===== config.mk =====
export PLATFORM = sky130hd
export DESIGN_NAME = nmi_recog_unit
export DESIGN_NICKNAME = d
export VERILOG_FILES = /design/src/rtl/nmi_recog_pkg.sv /design/src/rtl/nmi_sync.sv /design/src/rtl/nmi_edge_qual.sv /design/src/rtl/nmi_pend_ctrl.sv /design/src/rtl/nmi_recog_unit.sv
export SDC_FILE = /design/constraint.sdc
export NUM_CORES = 1
export LEC_CHECK = 0
export ABC_AREA = 1
export BUFFER_PORTS_ARGS = -buffer_cell sky130_fd_sc_hd__buf_2
export CORE_AREA = 3 3 40 42
export CTS_BUF_LIST = sky130_fd_sc_hd__clkbuf_8
export DETAILED_ROUTE_END_ITERATION = 10
export DIE_AREA = 0 0 43 45
export PLACE_DENSITY = 0.53
export SLEW_MARGIN = 10
export SYNTH_ARGS = -nofsm -noshare
export SYNTH_HDL_FRONTEND = slang
export SYNTH_HIERARCHICAL = 1
export SYNTH_SLANG_ARGS = --single-unit

===== constraint.sdc =====
create_clock -name clk -period 2 [get_ports clk]
set_input_delay 0.4 -clock clk [delete_from_list [all_inputs] [get_ports clk]]
set_output_delay 0.4 -clock clk [all_outputs]
set_load 0.05 [all_outputs]

===== src/rtl/nmi_recog_pkg.sv =====
package nmi_recog_pkg;

    // Registered state of the low-run qualifier.
    typedef struct packed {
        logic [7:0] low_run;
    } qual_state_t;

    // Registered state of the request/ordering controller.
    typedef struct packed {
        logic pend;
        logic in_service;
        logic init_rec;
        logic fetch_bypass;
    } ctrl_state_t;

    localparam int unsigned QUAL_CNT_W = 8;

endpackage


===== src/rtl/nmi_sync.sv =====
module nmi_sync #(
    parameter int unsigned STAGES    = 2,
    parameter logic        RESET_VAL = 1'b1
) (
    input  logic clk,
    input  logic rst,
    input  logic async_in,
    output logic sync_out
);
    typedef struct packed {
        logic [STAGES-1:0] chain;
    } sync_state_t;

    sync_state_t st_d, st_q;

    generate
        if (STAGES == 1) begin : g_single
            always_comb begin
                st_d       = st_q;
                st_d.chain = async_in;
            end
        end else begin : g_multi
            always_comb begin
                st_d       = st_q;
                st_d.chain = {st_q.chain[STAGES-2:0], async_in};
            end
        end
    endgenerate

    always_ff @(posedge clk or posedge rst) begin
        if (rst) begin
            st_q.chain <= {STAGES{RESET_VAL}};
        end else begin
            st_q <= st_d;
        end
    end

    assign sync_out = st_q.chain[STAGES-1];

endmodule


===== src/rtl/nmi_edge_qual.sv =====
module nmi_edge_qual
    import nmi_recog_pkg::*;
#(
    parameter int unsigned MIN_LOW = 4
) (
    input  logic clk,
    input  logic rst,
    input  logic sync_in,
    input  logic sample_en,
    output logic edge_valid
);
    localparam int unsigned CW = $clog2(MIN_LOW + 1);
    localparam logic [CW-1:0] LOW_FULL = CW'(MIN_LOW);

    logic [CW-1:0] run_d, run_q;

    always_comb begin
        run_d = run_q;
        if (!sample_en) begin
            run_d = '0;
        end else if (sync_in) begin
            run_d = '0;
        end else if (run_q != LOW_FULL) begin
            run_d = run_q + CW'(1);
        end
    end

    assign edge_valid = sample_en && sync_in && (run_q == LOW_FULL);

    always_ff @(posedge clk or posedge rst) begin
        if (rst) begin
            run_q <= '0;
        end else begin
            run_q <= run_d;
        end
    end

    // Counter never passes its saturation point.
    p_run_saturates_r3: assert property (@(posedge clk) disable iff (rst)
        run_q <= LOW_FULL);

    // A qualified edge needs a low sample on the previous edge.
    p_edge_after_low_r3: assert property (@(posedge clk) disable iff (rst)
        edge_valid |-> $past(!sync_in));

    // Suspended sampling empties the low run.
    p_gate_clears_run_r4: assert property (@(posedge clk) disable iff (rst)
        !sample_en |=> (run_q == '0));

endmodule


===== src/rtl/nmi_pend_ctrl.sv =====
module nmi_pend_ctrl
    import nmi_recog_pkg::*;
(
    input  logic clk,
    input  logic rst,
    input  logic edge_valid,
    input  logic init_pin,
    input  logic stop_grant,
    input  logic stop_clock,
    input  logic insn_boundary,
    input  logic nmi_ack,
    input  logic nmi_done,
    input  logic init_ack,
    output logic nmi_req,
    output logic init_req
);
    ctrl_state_t st_d, st_q;
    logic        offer_window;
    logic        init_taken;

    always_comb begin
        init_req     = st_q.init_rec && !stop_grant;
        offer_window = insn_boundary || st_q.fetch_bypass;
        nmi_req      = st_q.pend && !st_q.in_service && !st_q.init_rec
                       && !stop_grant && !stop_clock && offer_window;
        init_taken   = init_ack && init_req;
    end

    always_comb begin
        st_d = st_q;

        // Pending flag: a new edge wins over the acknowledge.
        if (edge_valid) begin
            st_d.pend = 1'b1;
        end else if (nmi_ack) begin
            st_d.pend = 1'b0;
        end

        // Handler window.
        if (nmi_ack) begin
            st_d.in_service = 1'b1;
        end else if (nmi_done) begin
            st_d.in_service = 1'b0;
        end

        // Init record: level on the pin keeps it set.
        if (init_pin) begin
            st_d.init_rec = 1'b1;
        end else if (init_taken) begin
            st_d.init_rec = 1'b0;
        end

        // Offer a held interrupt before the first fetch after init.
        if (nmi_ack) begin
            st_d.fetch_bypass = 1'b0;
        end else if (init_taken && st_q.pend) begin
            st_d.fetch_bypass = 1'b1;
        end
    end

    always_ff @(posedge clk or posedge rst) begin
        if (rst) begin
            st_q <= '0;
        end else begin
            st_q <= st_d;
        end
    end

    // Init is always ordered ahead of the interrupt.
    p_init_first_r9: assert property (@(posedge clk) disable iff (rst)
        nmi_req |-> !init_req);

    // Nothing is offered inside a handler.
    p_busy_blocks_r8: assert property (@(posedge clk) disable iff (rst)
        st_q.in_service |-> !nmi_req);

    // Pending only ever rises from a qualified edge.
    p_pend_from_edge_r2: assert property (@(posedge clk) disable iff (rst)
        $rose(st_q.pend) |-> $past(edge_valid));

    // Acknowledge without a coincident edge empties the flag.
    p_ack_clears_r7: assert property (@(posedge clk) disable iff (rst)
        (nmi_ack && !edge_valid) |=> !st_q.pend);

    // Outside the bypass, requests appear only at boundaries.
    p_boundary_only_r6: assert property (@(posedge clk) disable iff (rst)
        (nmi_req && !insn_boundary) |-> st_q.fetch_bypass);

    // No offer while the core is parked.
    p_parked_quiet_r5: assert property (@(posedge clk) disable iff (rst)
        (stop_grant || stop_clock) |-> !nmi_req);

endmodule


===== src/rtl/nmi_recog_unit.sv =====
module nmi_recog_unit #(
    parameter int unsigned SYNC_STAGES = 2,
    parameter int unsigned MIN_LOW     = 4
) (
    input  logic clk,
    input  logic rst,
    input  logic nmi_pin,
    input  logic init_pin,
    input  logic prdy_pin,
    input  logic stop_grant,
    input  logic stop_clock,
    input  logic insn_boundary,
    input  logic nmi_ack,
    input  logic nmi_done,
    input  logic init_ack,
    output logic nmi_req,
    output logic init_req
);
    logic pin_sync;
    logic sample_en;
    logic edge_valid;

    assign sample_en = !init_pin && !prdy_pin && !stop_clock;

    nmi_sync #(
        .STAGES    (SYNC_STAGES),
        .RESET_VAL (1'b1)
    ) u_sync (
        .clk      (clk),
        .rst      (rst),
        .async_in (nmi_pin),
        .sync_out (pin_sync)
    );

    nmi_edge_qual #(
        .MIN_LOW (MIN_LOW)
    ) u_qual (
        .clk        (clk),
        .rst        (rst),
        .sync_in    (pin_sync),
        .sample_en  (sample_en),
        .edge_valid (edge_valid)
    );

    nmi_pend_ctrl u_ctrl (
        .clk           (clk),
        .rst           (rst),
        .edge_valid    (edge_valid),
        .init_pin      (init_pin),
        .stop_grant    (stop_grant),
        .stop_clock    (stop_clock),
        .insn_boundary (insn_boundary),
        .nmi_ack       (nmi_ack),
        .nmi_done      (nmi_done),
        .init_ack      (init_ack),
        .nmi_req       (nmi_req),
        .init_req      (init_req)
    );

    // Suspended sampling never yields a qualified edge.
    p_gated_no_edge_r4: assert property (@(posedge clk) disable iff (rst)
        !sample_en |-> !edge_valid);

endmodule


After elaboration in Yosys (flattened, before gate mapping)
Cells that the tools add are included.

Input port bits: 11. Logic and storage cells: 44. Register bits after elaboration: 9. Output and inout port bits: 2.

Add/sub/neg operators: 1. Equal/unequal tests: 3. Reduce and logical (&&, ||, !) cells: 23. Mux-type cells: 11.

Operators by type and width (number): logical AND 1 bit (12); two-way mux 3 bit (3); two-way mux 1 bit (8); nonzero test 2 bit (4); zero test 1 bit (6); inequality test 3 bit, second input constant (2); adder 3 x 1 -> 3 bit, second input constant (1); == test 3 bit, second input constant (1); logical OR 1 bit (1).

Logic depth before layout (Yosys ltp)
Depth in word-level cells: 6. Mapped depth: 7.

By module
The synthesis kept the hierarchy.

By module, submodules not included: nmi_edge_qual (sequential area each 75.1 sq um, cells each 29, area an instance 202.7 sq um, instances 1); nmi_pend_ctrl (sequential area each 100.1 sq um, cells each 25, area an instance 190.2 sq um, instances 1); nmi_sync (sequential area each 52.6 sq um, cells each 3, area an instance 56.3 sq um, instances 1); nmi_recog_unit (sequential area each 0.0 sq um, cells each 4, area an instance 17.5 sq um, instances 1).

Least setup slack after synthesis
OpenSTA, ideal clock, no wires.

Path type: in2out. From: input stop_clock. To: output nmi_req. Cell stages on the path: 2. Data arrival time: 1200 ps. Data required time: 1600 ps. Slack: 400 ps. Cells stage by stage: nand3b_1 nor2_1.

Word-level cells in the longest chain between the ends: 3.

RTL lines: from (decl) (line nmi_recog_unit.sv:11) `input logic stop_clock,`; zero test 1 bit (line nmi_pend_ctrl.sv:25) `&& !stop_grant && !stop_clock && offer_window;`; logical AND 1 bit (2 in series) (line nmi_pend_ctrl.sv:25); to (decl) (line nmi_recog_unit.sv:16) `output logic nmi_req,`.

No other way between the ends.

Worst setup path after layout
From: register u_ctrl/st_q[1] (netlist bit). To: output nmi_req.

Word-level cells in the longest chain between the ends: 5.

RTL lines: from (decl) (line nmi_pend_ctrl.sv:17) `ctrl_state_t st_d, st_q;`; from (signal assigned) (line nmi_pend_ctrl.sv:65) `st_q <= st_d;`; zero test 1 bit (line nmi_pend_ctrl.sv:24) `nmi_req = st_q.pend && !st_q.in_service && !st_q.init_rec`; logical AND 1 bit (line nmi_pend_ctrl.sv:24); logical AND 1 bit (3 in series) (line nmi_pend_ctrl.sv:25).

No other way between the ends.

==> results.py <==
metrics = {
    "power": {
        "pwr_density_cell_mw_per_mm2": 720,
        "ir_drop_v": 0.000386,
        "leakagePower_nw": 0.339,
        "power_mw": 0.425,
    },
    "clock_network": {
        "cts_made_buffers": 3,
        "cts_buffer_depth": 2,
        "clock_latency_ps": 230,
        "cts_resized": 0,
        "h-tree-depth": 1,
        "tritoncts": "yes",
        "cts_sinks": 9,
        "clkSlewWorstSetupHoldPaths_ps": 40,
        "postCtsHoldBufs": 0,
        "root_buffer": "clkbuf_8",
        "cts_setup_buffers": 0,
    },
    "synthesis": {
        "yosysSeqAreaShare_pct": 48.8,
        "yosys.cell_types.count": 14,
        "syn_inst": 61,
        "yosysWarnings": 6,
        "netlist_area_um2": 467,
        "synthesis.nets": 74,
        "ys_ff_latch": 9,
        "synth.avg_cell_area_um2": 7.65,
    },
    "floorplan": {
        "dieWidth_um": 43,
        "io_pins": 13,
        "die_area_mm2": 0.00194,
        "dieHeight_um": 45,
        "rows": 13,
        "core_region_area_mm2": 0.00128,
        "start_util_pct": 36.3,
    },
    "global_route": {
        "busiest_layer": "met1",
        "grt_usage_pct": 9.88,
        "grt_pass1_wl_mm": 1.28,
        "grt_pass1_vias": 327,
        "use_met2_pct": 12.3,
        "grtUsageMet1_pct": 13.1,
        "antenna_found_initial": 0,
        "grt_max_degree": 6,
        "gr-total-overflow": 0,
        "grt_util_met3_pct": 2.39,
    },
    "worst_hold_path": {
        "min_path_type": "in -> async",
    },
    "drt": {
        "num_vias": 377,
        "drc": 0,
        "wl_per_cell_um": 8.45,
        "first_pass_iters": 3,
        "wl_um": 777,
        "drtIter0Drc": 8,
        "antenna_left": 0,
        "detail_route.vias_per_cell": 4.10,
    },
    "sta": {
        "holdWs_ps": 46.8,
        "fmax_ghz": 0.650,
        "post-route-min-period_ps": 1540,
        "final_max_slew_viol_count": 0,
        "hold_violations": 0,
        "rsz0062_at_grt": "no",
        "max-slew-margin-rel_pct": 83.6,
        "finalWorstSetupSlack_ps": 462,
        "tns_ps": 0,
        "fin_worst_skew_ps": 2.34,
        "setup_viol": 0,
        "worst_slew_pin_slew_ps": 247,
        "timing.final.crit_share_pct": 76.9,
    },
    "finish": {
        "layout-drive-gt1-share_pct": 26.0,
        "final_cell_mix": "19 x inv_1, 12 x nand2_1, 12 x buf_2",
        "mostFrequentLayoutCell": "inv_1",
        "design_area_um2": 591,
        "nets": 91,
        "areaGrowthSynthToFinish_pct": 26.5,
        "final_cells": 92,
        "final_util_pct": 46.0,
        "antenna_cells": 0,
    },
    "job": {
        "maxCapViolations": 0,
    },
    "outcome": {
        "status": "complete, no violations",
    },
    "worst_setup_path": {
        "crit_type": "reg -> out",
        "slowest_stage": "dfrtp_1",
        "cp-start-kind": "flip-flop",
        "crit_required_ps": 1600,
        "path_cells": "nor2_1 > o21ai_0 > nor2_1 > buf_2",
        "crit_path_end_kind": "primary output",
        "critPathMaxStageDelay_ps": 390,
        "crit_fanout": 4,
        "worst_path_most_repeated_cell": "nor2_1",
        "arrival_ps": 1140,
    },
    "placement": {
        "place_inst": 88,
        "place.gp.congestion": 0.680,
        "preCtsSetupSlack_ps": 590,
        "dpl_cell_area_um2": 546,
        "dp_hpwl_um": 645,
        "io_buffers": 12,
    },
}
## sequential cells by signal, summed over array words and instances (netlist names)
register and count:
u_ctrl/st_q 4, u_qual/run_q 3, u_sync/st_q 2
## worst paths after layout
path / start / endpoint / slack, ps / cells after the start
worst max-delay path: u_ctrl/st_q[1]$_DFFE_PP0P_ / nmi_req / 460 / 4
worst min-delay path: rst / u_qual/run_q[1]$_DFFE_PP0P_ / 50 / 2
worst max register to register: u_qual/run_q[0]$_DFFE_PP0P_ / u_qual/run_q[1]$_DFFE_PP0P_ / 950 / 6
worst min register to register: u_sync/st_q[0]$_DFF_PP1_ / u_sync/st_q[1]$_DFF_PP1_ / 360 / 0
max in group asynchronous: rst / u_sync/st_q[1]$_DFF_PP1_ / 1770 / 2
min in group clk: nmi_pin / u_sync/st_q[0]$_DFF_PP1_ / 270 / 1
## synthesized netlist by cell type
cell type | n | area, µm²
a21oi_1 | 1 | 5.00
dfrtp_1 | 7 | 175
dfstp_2 | 2 | 52.6
ha_1 | 2 | 25.0
inv_1 | 18 | 67.6
nand2_1 | 12 | 45.0
nand2_2 | 1 | 6.26
nand3_1 | 2 | 10.0
nand3b_1 | 1 | 7.51
nor2_1 | 10 | 37.5
nor2_2 | 1 | 6.26
nor2_4 | 1 | 11.3
o21ai_0 | 2 | 10.0
o21bai_1 | 1 | 7.51
## metal layers
layer	part of all wire, %	up-vias
met4	1.0	0
met2	40	9
met1	52	159
li1	-	207
met3	6.9	2
met5	0	-
## where the power goes
| part | total, mW | internal [mW] | leakage [nW] | switching, mW |
|---|---|---|---|---|
| combinational | 0.0357 | 0.0139 | 0.201 | 0.0218 |
| sequential | 0.194 | 0.190 | 0.111 | 0.00391 |
| clock | 0.195 | 0.133 | 0.0269 | 0.0625 |
## area by class of cell
| class | instances | area (µm²) |
|---|---|---|
| fill | 137 | 694 |
| tap | 15 | 18.8 |
| clock buffer | 3 | 41.3 |
| timing repair buffer | 12 | 60.1 |
| inverter | 18 | 67.6 |
| multi-input combinational | 34 | 171 |
| clock inverter | 1 | 3.75 |
| sequential | 9 | 228 |
## worst max-delay path: cells and delay by family, from the launching register on
kind,cells,cell delay [ps]
flops,1,390
buf+inv,1,260
compound gates,1,80
simple gates,2,180
## cell families after synthesis
| kind of cell | Yosys count | synth area share (%) |
|---|---|---|
| AND/OR/NAND/NOR | 28 | 26.5 |
| buffers and inverters | 18 | 14.5 |
| AO/OA/AOI/OAI | 4 | 4.83 |
| flip-flops | 9 | 48.8 |
| adder cells (fa/ha/maj) | 2 | 5.36 |
Note: power is estimated with default switching activity, not from simulation.
